### config.mk
export PLATFORM = sky130hd
export DESIGN_NAME = shared_lane_rx
export DESIGN_NICKNAME = d
export VERILOG_FILES = /design/src/rtl/shared_lane_rx_pkg.sv /design/src/rtl/lane_deser.sv /design/src/rtl/conf_pipe.sv /design/src/rtl/pkt_buf.sv /design/src/rtl/shared_lane_rx.sv
export SDC_FILE = /design/constraint.sdc
export NUM_CORES = 1
export LEC_CHECK = 0
export BUFFER_PORTS_ARGS = -buffer_cell sky130_fd_sc_hd__buf_4
export CAP_MARGIN = 20
export CORE_MARGIN = 2
export CORE_UTILIZATION = 45
export CTS_CLUSTER_DIAMETER = 60
export DETAILED_ROUTE_END_ITERATION = 7
export PLACE_DENSITY = 0.62
export SLEW_MARGIN = 20
export SYNTH_ARGS = -nofsm -noshare
export SYNTH_HDL_FRONTEND = slang
export SYNTH_HIERARCHICAL = 1
export SYNTH_SLANG_ARGS = --single-unit
### constraint.sdc
create_clock -name clk_i -period 4.4 [get_ports clk_i]
set_clock_uncertainty 0.1 [all_clocks]
set_input_delay 0.88 -clock clk_i [delete_from_list [all_inputs] [get_ports clk_i]]
set_output_delay 0.88 -clock clk_i [all_outputs]
set_load 0.01 [all_outputs]
### src/rtl/shared_lane_rx_pkg.sv
package shared_lane_rx_pkg;
  localparam int unsigned FLIT_W = 72;
  typedef enum logic [1:0] {SLOT_NONE, SLOT_CLEAN, SLOT_BAD} slot_res_e;
endpackage

### src/rtl/lane_deser.sv
module lane_deser
  import shared_lane_rx_pkg::*;
#(
  parameter int unsigned LANE_W    = 6,
  parameter int unsigned PKT_FLITS = 5,
  parameter int unsigned SID_W     = 4
) (
  input  logic                        clk_i,
  input  logic                        rst_ni,
  input  logic                        slot_start_i,
  input  logic                        lane_vld_i,
  input  logic [LANE_W-1:0]           lane_data_i,
  input  logic                        corrupt_i,
  input  logic                        buf_full_i,
  output logic                        load_o,
  output logic [PKT_FLITS*FLIT_W-1:0] pkt_o,
  output logic [SID_W-1:0]            sid_o,
  output logic                        coll_o
);
  localparam int unsigned TOT_W = PKT_FLITS * FLIT_W;
  localparam int unsigned BEATS = TOT_W / LANE_W;
  localparam int unsigned CNT_W = $clog2(BEATS + 1);

  logic              busy_q, bad_q, coll_q;
  logic [CNT_W-1:0]  cnt_q;
  logic [TOT_W-1:0]  asm_q, asm_d;
  logic              start, beat, last, bad_acc, hdr_ok;
  slot_res_e         res;

  assign start   = !busy_q && slot_start_i && lane_vld_i;
  assign beat    = start || busy_q;
  assign last    = beat && (start ? (BEATS == 1) : (cnt_q == CNT_W'(BEATS - 1)));
  assign bad_acc = (busy_q && bad_q) || corrupt_i || !lane_vld_i;
  // LSB-first: newest slice enters at the top
  assign asm_d   = {lane_data_i, asm_q[TOT_W-1:LANE_W]};
  assign hdr_ok  = ~^asm_d[SID_W:0];

  always_comb begin
    res = SLOT_NONE;
    if (last) res = (bad_acc || !hdr_ok) ? SLOT_BAD : SLOT_CLEAN;
  end

  assign load_o = (res == SLOT_CLEAN) && !buf_full_i;
  assign pkt_o  = asm_d;
  assign sid_o  = asm_d[SID_W-1:0];
  assign coll_o = coll_q;

  always_ff @(posedge clk_i or negedge rst_ni) begin
    if (!rst_ni) begin
      busy_q <= 1'b0;
      bad_q  <= 1'b0;
      coll_q <= 1'b0;
      cnt_q  <= '0;
      asm_q  <= '0;
    end else begin
      coll_q <= (res == SLOT_BAD);
      if (beat) begin
        asm_q <= asm_d;
        bad_q <= bad_acc;
        if (last) begin
          busy_q <= 1'b0;
          cnt_q  <= '0;
        end else begin
          busy_q <= 1'b1;
          cnt_q  <= start ? CNT_W'(1) : cnt_q + CNT_W'(1);
        end
      end
    end
  end

  // R2 input assumption: slots align with packet length
  a_r2_slot_aligned: assert property (@(posedge clk_i) disable iff (!rst_ni)
    busy_q |-> !slot_start_i);
endmodule

### src/rtl/conf_pipe.sv
module conf_pipe #(
  parameter int unsigned SID_W = 4,
  parameter int unsigned DLY   = 2
) (
  input  logic             clk_i,
  input  logic             rst_ni,
  input  logic             fire_i,
  input  logic [SID_W-1:0] id_i,
  output logic             conf_o,
  output logic [SID_W-1:0] id_o
);
  logic [DLY-1:0]   v_q;
  logic [SID_W-1:0] id_q [DLY];

  for (genvar k = 0; k < DLY; k++) begin : g_stage
    logic             v_in;
    logic [SID_W-1:0] id_in;
    if (k == 0) begin : g_head
      assign v_in  = fire_i;
      assign id_in = id_i;
    end else begin : g_tail
      assign v_in  = v_q[k-1];
      assign id_in = id_q[k-1];
    end
    always_ff @(posedge clk_i or negedge rst_ni) begin
      if (!rst_ni) begin
        v_q[k]  <= 1'b0;
        id_q[k] <= '0;
      end else begin
        v_q[k]  <= v_in;
        id_q[k] <= id_in;
      end
    end
  end

  assign conf_o = v_q[DLY-1];
  assign id_o   = id_q[DLY-1];
endmodule

### src/rtl/pkt_buf.sv
module pkt_buf
  import shared_lane_rx_pkg::*;
#(
  parameter int unsigned PKT_FLITS = 5
) (
  input  logic                        clk_i,
  input  logic                        rst_ni,
  input  logic                        load_i,
  input  logic [PKT_FLITS*FLIT_W-1:0] pkt_i,
  input  logic                        ready_i,
  output logic                        valid_o,
  output logic [FLIT_W-1:0]           flit_o,
  output logic                        last_o,
  output logic                        full_o
);
  localparam int unsigned TOT_W = PKT_FLITS * FLIT_W;
  localparam int unsigned IDX_W = (PKT_FLITS > 1) ? $clog2(PKT_FLITS) : 1;

  logic             full_q;
  logic [TOT_W-1:0] pkt_q;
  logic [IDX_W-1:0] idx_q;
  logic             hs;

  assign hs      = full_q && ready_i;
  assign valid_o = full_q;
  assign full_o  = full_q;

  if (PKT_FLITS > 1) begin : g_multi
    assign flit_o = pkt_q[idx_q*FLIT_W +: FLIT_W];
    assign last_o = full_q && (idx_q == IDX_W'(PKT_FLITS - 1));
  end else begin : g_single
    assign flit_o = pkt_q[FLIT_W-1:0];
    assign last_o = full_q;
  end

  always_ff @(posedge clk_i or negedge rst_ni) begin
    if (!rst_ni) begin
      full_q <= 1'b0;
      pkt_q  <= '0;
      idx_q  <= '0;
    end else if (load_i) begin
      full_q <= 1'b1;
      pkt_q  <= pkt_i;
      idx_q  <= '0;
    end else if (hs) begin
      if (last_o) begin
        full_q <= 1'b0;
        idx_q  <= '0;
      end else begin
        idx_q <= idx_q + IDX_W'(1);
      end
    end
  end

  a_r8_load_when_free: assert property (@(posedge clk_i) disable iff (!rst_ni)
    load_i |-> !full_q);
  a_r7_hold_on_stall: assert property (@(posedge clk_i) disable iff (!rst_ni)
    (valid_o && !ready_i) |=> (valid_o && $stable(flit_o)));
  a_r6_last_drains: assert property (@(posedge clk_i) disable iff (!rst_ni)
    (valid_o && ready_i && last_o) |=> !valid_o);
endmodule

### src/rtl/shared_lane_rx.sv
module shared_lane_rx
  import shared_lane_rx_pkg::*;
#(
  parameter int unsigned LANE_W    = 6,
  parameter int unsigned PKT_FLITS = 5,
  parameter int unsigned SID_W     = 4,
  parameter int unsigned CONF_DLY  = 2
) (
  input  logic              clk_i,
  input  logic              rst_ni,
  input  logic              slot_start_i,
  input  logic              lane_vld_i,
  input  logic [LANE_W-1:0] lane_data_i,
  input  logic              corrupt_i,
  output logic              conf_o,
  output logic [SID_W-1:0]  conf_id_o,
  output logic              coll_o,
  output logic              out_valid_o,
  input  logic              out_ready_i,
  output logic [71:0]       out_flit_o,
  output logic              out_last_o
);
  localparam int unsigned TOT_W = PKT_FLITS * FLIT_W;

  logic             load, buf_full;
  logic [TOT_W-1:0] pkt;
  logic [SID_W-1:0] sid;

  lane_deser #(.LANE_W(LANE_W), .PKT_FLITS(PKT_FLITS), .SID_W(SID_W)) u_deser (
    .clk_i, .rst_ni, .slot_start_i, .lane_vld_i, .lane_data_i, .corrupt_i,
    .buf_full_i(buf_full), .load_o(load), .pkt_o(pkt), .sid_o(sid), .coll_o(coll_o)
  );

  conf_pipe #(.SID_W(SID_W), .DLY(CONF_DLY)) u_conf (
    .clk_i, .rst_ni, .fire_i(load), .id_i(sid), .conf_o(conf_o), .id_o(conf_id_o)
  );

  pkt_buf #(.PKT_FLITS(PKT_FLITS)) u_buf (
    .clk_i, .rst_ni, .load_i(load), .pkt_i(pkt), .ready_i(out_ready_i),
    .valid_o(out_valid_o), .flit_o(out_flit_o), .last_o(out_last_o), .full_o(buf_full)
  );

  a_r4_conf_one_cycle: assert property (@(posedge clk_i) disable iff (!rst_ni)
    conf_o |=> !conf_o);
  a_r5_coll_one_cycle: assert property (@(posedge clk_i) disable iff (!rst_ni)
    coll_o |=> !coll_o);
endmodule

==> summary.txt, run 1 <==
Synth
  – Commonest cells post-synth: nand2_1, dfrtp_1, mux2_2
  – Synth cell types: 37
  – Share of the synthesized area in the top cell type: 0.602
  – Number of synthesized flops with an enable pin: 0
  – Mapped Nets: 2699
  – Synth warn: 6
  – Post-Syn Instances: 2684
  – Netlist Area Pre-Place: 30700 µm²
  – Ys flop type: dfrtp_1
  – Sequential fraction of the synthesis area: 0.602
  – #FFs+latches synth: 737
  – Synthesized area per cell: 11.4 µm²
  – Synth area leaders: dfrtp_1, mux2_2, nand2_1
  – Leading area contributor after synthesis: dfrtp_1
  – FFs w/ async S/R, synth: 1.00
  – Most common cell in the netlist: nand2_1

Die
  – Die height: 265 µm
  – Die area: 70200 µm²
  – Core outline area: 67300 µm²
  – Rows: 95
  – IO Pins: 92
  – Initial core utilization: 0.456
  – Width of the die: 265 µm

Clocking
  – TritonCTS clock tree: yes
  – Root Buffer: clkbuf_16
  – CTS buffer count: 75
  – CTS Buffer Depth: 3
  – Post-cts sizing count: 0
  – H-tree Lvls: 3
  – Clock sinks: 737
  – Post-CTS Hold Buffers: 0
  – Worst skew pair latency: 0.60 ns
  – Post-CTS setup buffers: 0
  – Clk pin slew, worst setup/hold paths: 0.06 ns

Worst setup path
  – CP max FO: 43
  – Highest-delay cell along the critical path: dfrtp_4
  – CP bufs+invs: 2
  – Setup CP Type: reg -> out
  – Critical path endpoint category: output pin
  – WP data arrival: 3.07 ns
  – Family with the most delay on the worst path: flip-flops
  – Largest stage delay on the critical path: 0.91 ns
  – Critical-path cell list: nand2b_4, buf_12, nor2_1, a221o_1, buf_4
  – R2R cell count: 8
  – Worst setup SP type: flop
  – Critical path depth in cells: 5
  – Req. time, crit path: 3.42 ns

Route
  – Residual DRC: 0
  – First-pass DRT Iterations: 5
  – WL/cell: 20.8 µm
  – Via count: 19600
  – DRT Wirelength: 76000 µm
  – Post-route antenna net violation count: 0
  – Via density: 5.34
  – 1st-iter DRT viols: 1419

Final layout
  – Multi-input logic area: 11100 µm²
  – Share of layout cells above drive strength 1: 0.250
  – Post-Layout Cell Count: 3661
  – Nets: 2744
  – Fill count: 5890
  – Area Overhead vs Synth: 12.8%
  – Register Area: 18500 µm²
  – Finished Core Util: 0.514

Run
  – Max_cap viols: 0

Global routing
  – Vias in the first global route: 20400
  – GR Overflow Total: 0
  – Overall Global Routing Usage: 0.221
  – Initial antenna violation count: 0
  – Pin count of the biggest net entering global routing: 116
  – First-pass GRT wire length: 121000 µm

STA
  – Worst slew margin: 0.385
  – Setup violators final: 0
  – Period utilization: 0.920
  – Fin Setup TNS: 0 ns
  – Tmin final: 4.05 ns
  – Final hold violations: 0
  – RSZ-0062 raised after global routing: no
  – Peak Freq: 247 MHz
  – Worst-Margin Slew: 0.922 ns
  – Max-slew violation count: 0

Place
  – Placed insts: 3524
  – Final Wtd Congestion: 0.859
  – Dpl hpwl: 50400 µm
  – I/O Buffers: 91

Power and ir drop
  – Tot Pwr: 18.7 mW
  – Worst IR Drop VDD: 0.323 mV
  – Leakage power: 17.7 nW
  – P per Cell Area: 542 nW/µm²

Worst hold path
  – Worst min-delay path class: in -> async

Status
  – Status: finished, final reports clean
## final timing paths
check | slack (ns) | from | endpoint
worst min-delay path | 0.20 | rst_ni | u_deser/asm_q[59]$_DFFE_PN0P_
worst min register to register | 0.25 | u_conf/g_stage[1].id_in[1]$_DFF_PN0_ | u_conf/id_o[1]$_DFF_PN0_
max in group asynchronous | 2.81 | rst_ni | u_buf/pkt_q[100]$_DFFE_PN0P_
worst max-delay path | 0.35 | u_buf/idx_q[2]$_DFFE_PN0P_ | out_flit_o[4]
worst max register to register | 1.29 | u_deser/cnt_q[0]$_DFFE_PN0P_ | u_buf/pkt_q[177]$_DFFE_PN0P_
min in group clk_i | 0.25 | u_conf/g_stage[1].id_in[1]$_DFF_PN0_ | u_conf/id_o[1]$_DFF_PN0_
## registers in the layout, summed over array words and instances (netlist names)
signal	cells
u_buf/full_o	1
u_buf/idx_q	3
u_buf/pkt_q	360
u_conf/conf_o	1
u_conf/g_stage.id_in	4
u_conf/g_stage.v_in	1
u_conf/id_o	4
u_deser/asm_q	354
u_deser/bad_q	1
u_deser/busy_q	1
u_deser/cnt_q	6
u_deser/coll_o	1
## where the power goes
group	internal (mW)	leakage (nW)	switching (mW)	total, mW
registers	8.15	9.80	1.33	9.48
clock network	3.87	1.24	2.59	6.46
logic	0.958	6.66	1.84	2.80
total	13.0	17.7	5.76	18.7
## final cells by class
class / instances / share of cell area
antenna: 1 / 0.0000724
clock buffer: 119 / 0.0676
clock inverter: 16 / 0.00547
inverter: 4 / 0.000434
multi-input combinational: 1770 / 0.320
sequential: 737 / 0.534
tap: 873 / 0.0316
timing repair buffer: 141 / 0.0408
## cells in the final DEF, fill, tap and decap left out, types with 2 or more instances in the layout
master and instances:
a41oi_1 2, a221o_1 70, xnor2_1 3, clkbuf_8 21, ha_1 3, o22ai_1 2
clkbuf_16 79, mux2i_1 71, inv_1 4, dfrtp_4 2, nor2_1 74, o21ai_0 5
nand2_1 1075, a21oi_1 8, a31oi_1 3, buf_12 26, clkinv_2 9, clkinvlp_4 2
bufinv_16 4, nand3_1 3, mux2_2 408, mux2_4 24, clkbuf_1 19, dfrtp_1 735
buf_4 113
## logic make-up after synthesis
| group | count (synthesis) | synth area share |
|---|---|---|
| AOI/OAI and AO/OA | 96 | 0.0284 |
| xor gates and xnor gates | 4 | 0.00159 |
| adders and majority gates | 3 | 0.00122 |
| DFF | 737 | 0.602 |
| and+or+nand+nor | 1164 | 0.144 |
| muxes | 503 | 0.185 |
| buffers and inverters | 177 | 0.0386 |
## worst reg2reg max path, cell delays in order (launching register included)
cell	delay, ns
dfrtp_1	0.43
ha_1	0.27
nand2_1	0.10
nor3_1	0.28
nand2_1	0.18
nor3_4	0.30
buf_12	0.39
buf_4	0.55
mux2_2	0.40
## layer usage
metal / GRT usage / part of all wire / vias to the layer above
li1: - / - / 8911
met4: 0.0725 / 0.029 / 0
met1: 0.306 / 0.45 / 10200
met2: 0.361 / 0.48 / 373
met3: 0.0302 / 0.041 / 115
met5: 0 / 0 / -
## per-stage QoR
step,instance area [µm²],hold WS (ns),setup slack (ns)
6_report,34600,0.197,0.354
5_1_grt,34600,0.254,0.258
4_1_cts,34500,0.237,0.334
3_5_place_dp,32000,0.239,0.962
3_3_place_gp,32000,0.236,0.996
2_1_floorplan,30700,0.231,1.82
(Power assumes the default switching activity.)
==> run 2: changes to the inputs <==
- PLACE_DENSITY: 0.62 -> 0.64
- clock period: 4.4 -> 3.5 ns (I/O delays scaled with it)
==> run 2 against run 1 <==
  * Sequential cell count unchanged
  * Critical path depth is the same
  * Die area stayed put
  * Via count barely moved
  * Largest power group unchanged
==> summary.txt, run 2 (synthesized netlist as in run 1, its figures left out) <==
Final layout
  – Nets: 2741 (-0.11%)
  – Multi-input logic area: 11100 µm² (about the same)
  – Fill count: 5801 (-1.5%)
  – Register Area: 18500 µm² (unchanged)
  – Max reg flops: 360 (unchanged)
  – Commonest non-fill, non-tap cell in the layout: nand2_1
  – Share of layout cells above drive strength 1: 0.249 (-0.000719)
  – Register with the most flip-flops: u_buf/pkt_q
  – Most frequent cells in the layout: nand2_1, dfrtp_1, mux2_2, buf_4, clkbuf_16
  – Area Overhead vs Synth: 13.0%
  – # diodes: 0 (-1)
  – Registers with the most flip-flops: u_buf/pkt_q: 360 flops, u_deser/asm_q: 354 flops, u_deser/cnt_q: 6 flops

STA
  – RSZ-0062 raised after global routing: no
  – Fin Setup TNS: 0 ns (unchanged)
  – Peak Freq: 300 MHz
  – Worst slew margin: 0.479 (+0.0934)
  – Period utilization: 0.954
  – Setup violators final: 0 (unchanged)
  – Max-slew violation count: 0 (unchanged)
  – Final hold violations: 0 (unchanged)
  – Worst-Margin Slew: 0.780 ns (-0.142 ns)
  – Final worst slack: 0.162 ns (-0.192 ns)
  – Tmin final: 3.34 ns

Worst hold path
  – Worst min-delay path class: in -> reg
  – Worst Hold Depth: 3

Worst setup path
  – CP max FO: 20 (-53%)
  – Setup CP Type: reg -> out
  – R2R cell count: 8 (unchanged)
  – Largest stage delay on the critical path: 0.55 ns (-0.36 ns)
  – Worst setup SP type: flop
  – Critical-path cell list: buf_6, mux2i_1, nor2_1, a221o_1, buf_4
  – Critical path endpoint category: output pin
  – WP data arrival: 2.54 ns (-0.53 ns)
  – Highest-delay cell along the critical path: dfrtp_4
  – Req. time, crit path: 2.70 ns (-0.72 ns)

Global routing
  – GR Overflow Total: 0 (unchanged)
  – Pin count of the biggest net entering global routing: 117 (+0.86%)
  – First-pass GRT wire length: 118000 µm (-2.0%)
  – Overall Global Routing Usage: 0.214 (-0.00641)
  – Vias in the first global route: 20200 (-0.77%)
  – Initial antenna violation count: 0 (unchanged)

Route
  – Via density: 5.35 (+0.17%)
  – Post-route antenna net violation count: 0 (unchanged)
  – Via count: 19600 (+0.031%)
  – First-pass DRT Iterations: 5 (unchanged)
  – Residual DRC: 0 (unchanged)
  – 1st-iter DRT viols: 1584 (+12%)
  – WL/cell: 20.3 µm (-2.4%)
  – DRT Wirelength: 74100 µm (-2.6%)

Clocking
  – H-tree Lvls: 3 (unchanged)
  – Root Buffer: clkbuf_16
  – TritonCTS clock tree: yes
  – CTS buffer count: 76 (+1.3%)
  – CTS Buffer Depth: 3 (unchanged)
  – Clk pin slew, worst setup/hold paths: 0.06 ns (about the same)
  – Clock sinks: 737 (unchanged)
  – Worst skew pair latency: 0.62 ns (+0.02 ns)

Power and ir drop
  – Leakage power: 17.7 nW (about the same)
  – Worst IR Drop VDD: 0.380 mV (+18%)
  – P per Cell Area: 688 nW/µm² (+27%)

Place
  – Worst slack, placed: 0.647 ns (-0.315 ns)
  – Dpl hpwl: 47000 µm (-6.7%)
  – I/O Buffers: 91 (unchanged)
  – Final Wtd Congestion: 0.771 (-10%)

Die
  – Width of the die: 265 µm (unchanged)
  – Die area: 70200 µm² (unchanged)
  – Core outline area: 67300 µm² (unchanged)
  – Die height: 265 µm (unchanged)
  – Initial core utilization: 0.456 (unchanged)
  – IO Pins: 92 (unchanged)
  – Rows: 95 (unchanged)

Run
  – Max_cap viols: 0 (unchanged)

Status
  – Status: finished, final reports clean
[run 2: cell types whose count changed in the layout (fill, tap and decap cells not counted), sizes merged]
cell / previous run / this run
inv: 5 / 8
diode: 1 / 0
dlygate4sd3: 0 / 1
clkinv: 9 / 11
clkbuf: 119 / 111
bufinv: 4 / 8
buf: 141 / 135
[run 2: power by group]
| group | leakage, nW | switching (mW) | internal, mW |
|---|---|---|---|
| Clock | 1.27 | 3.34 | 5.02 |
| Sequential | 9.80 | 1.64 | 10.2 |
| Combinational | 6.65 | 2.39 | 1.20 |
| Total | 17.7 | 7.36 | 16.5 |
[run 2: timing repair]
item                                   CTS  global route
buffers inserted                         0             1
hold buffers                             1             0
endpoints found under the hold margin   50             0
setup endpoints to repair                1             2
gates resized for setup                  1             0
cloned                                   0             0
[run 2: per-stage QoR]
stage	instance area, µm²	power, mW	utilization	hold slack, ns	instances
finish	34700	23.8	0.515	0.198	3656
CTS	34600	24.0	0.515	0.175	3655
detailed placement	32000	15.6	0.476	0.237	3519
global placement	32000	15.5	0.476	0.238	3519
global route	34700	25.1	0.515	0.197	3656
floorplan	30700	13.9	-	0.231	2684
[run 2: critical path, delay by kind of cell, from the launching register on]
family | cells | cell delay (ns)
and+or+nand+nor | 1 | 0.08
DFF | 1 | 0.55
muxes | 1 | 0.47
buffers and inverters | 2 | 0.50
AOI/OAI and AO/OA | 1 | 0.30
[run 2: layer usage]
layer / share of wire / GRT usage / vias up
met3: 0.032 / 0.0254 / 97
met1: 0.45 / 0.299 / 10200
li1: - / - / 8904
met2: 0.49 / 0.353 / 341
met5: 0 / 0 / -
met4: 0.025 / 0.0686 / 0
[run 2: worst paths after layout]
path                                                            from                              to  slack, ns
worst max-delay path                      u_buf/idx_q[0]$_DFFE_PN0P_                   out_flit_o[4]       0.16
worst min-delay path                                  lane_data_i[5]  u_deser/asm_q[359]$_DFFE_PN0P_       0.20
worst min register to register  u_conf/g_stage[1].id_in[1]$_DFF_PN0_        u_conf/id_o[1]$_DFF_PN0_       0.25
min in group asynchronous                                     rst_ni     u_buf/pkt_q[41]$_DFFE_PN0P_       0.56
max in group asynchronous                                     rst_ni  u_deser/asm_q[307]$_DFFE_PN0P_       1.70
worst max register to register          u_deser/cnt_q[0]$_DFFE_PN0P_     u_buf/pkt_q[98]$_DFFE_PN0P_       0.70
[run 2: cell type report]
class	instances	area share
Sequential cell	737	0.532
Multi-Input combinational cell	1770	0.319
Clock buffer	110	0.0641
Timing Repair Buffer	137	0.0414
Tap cell	873	0.0315
Clock inverter	25	0.0107
Inverter	4	0.000433
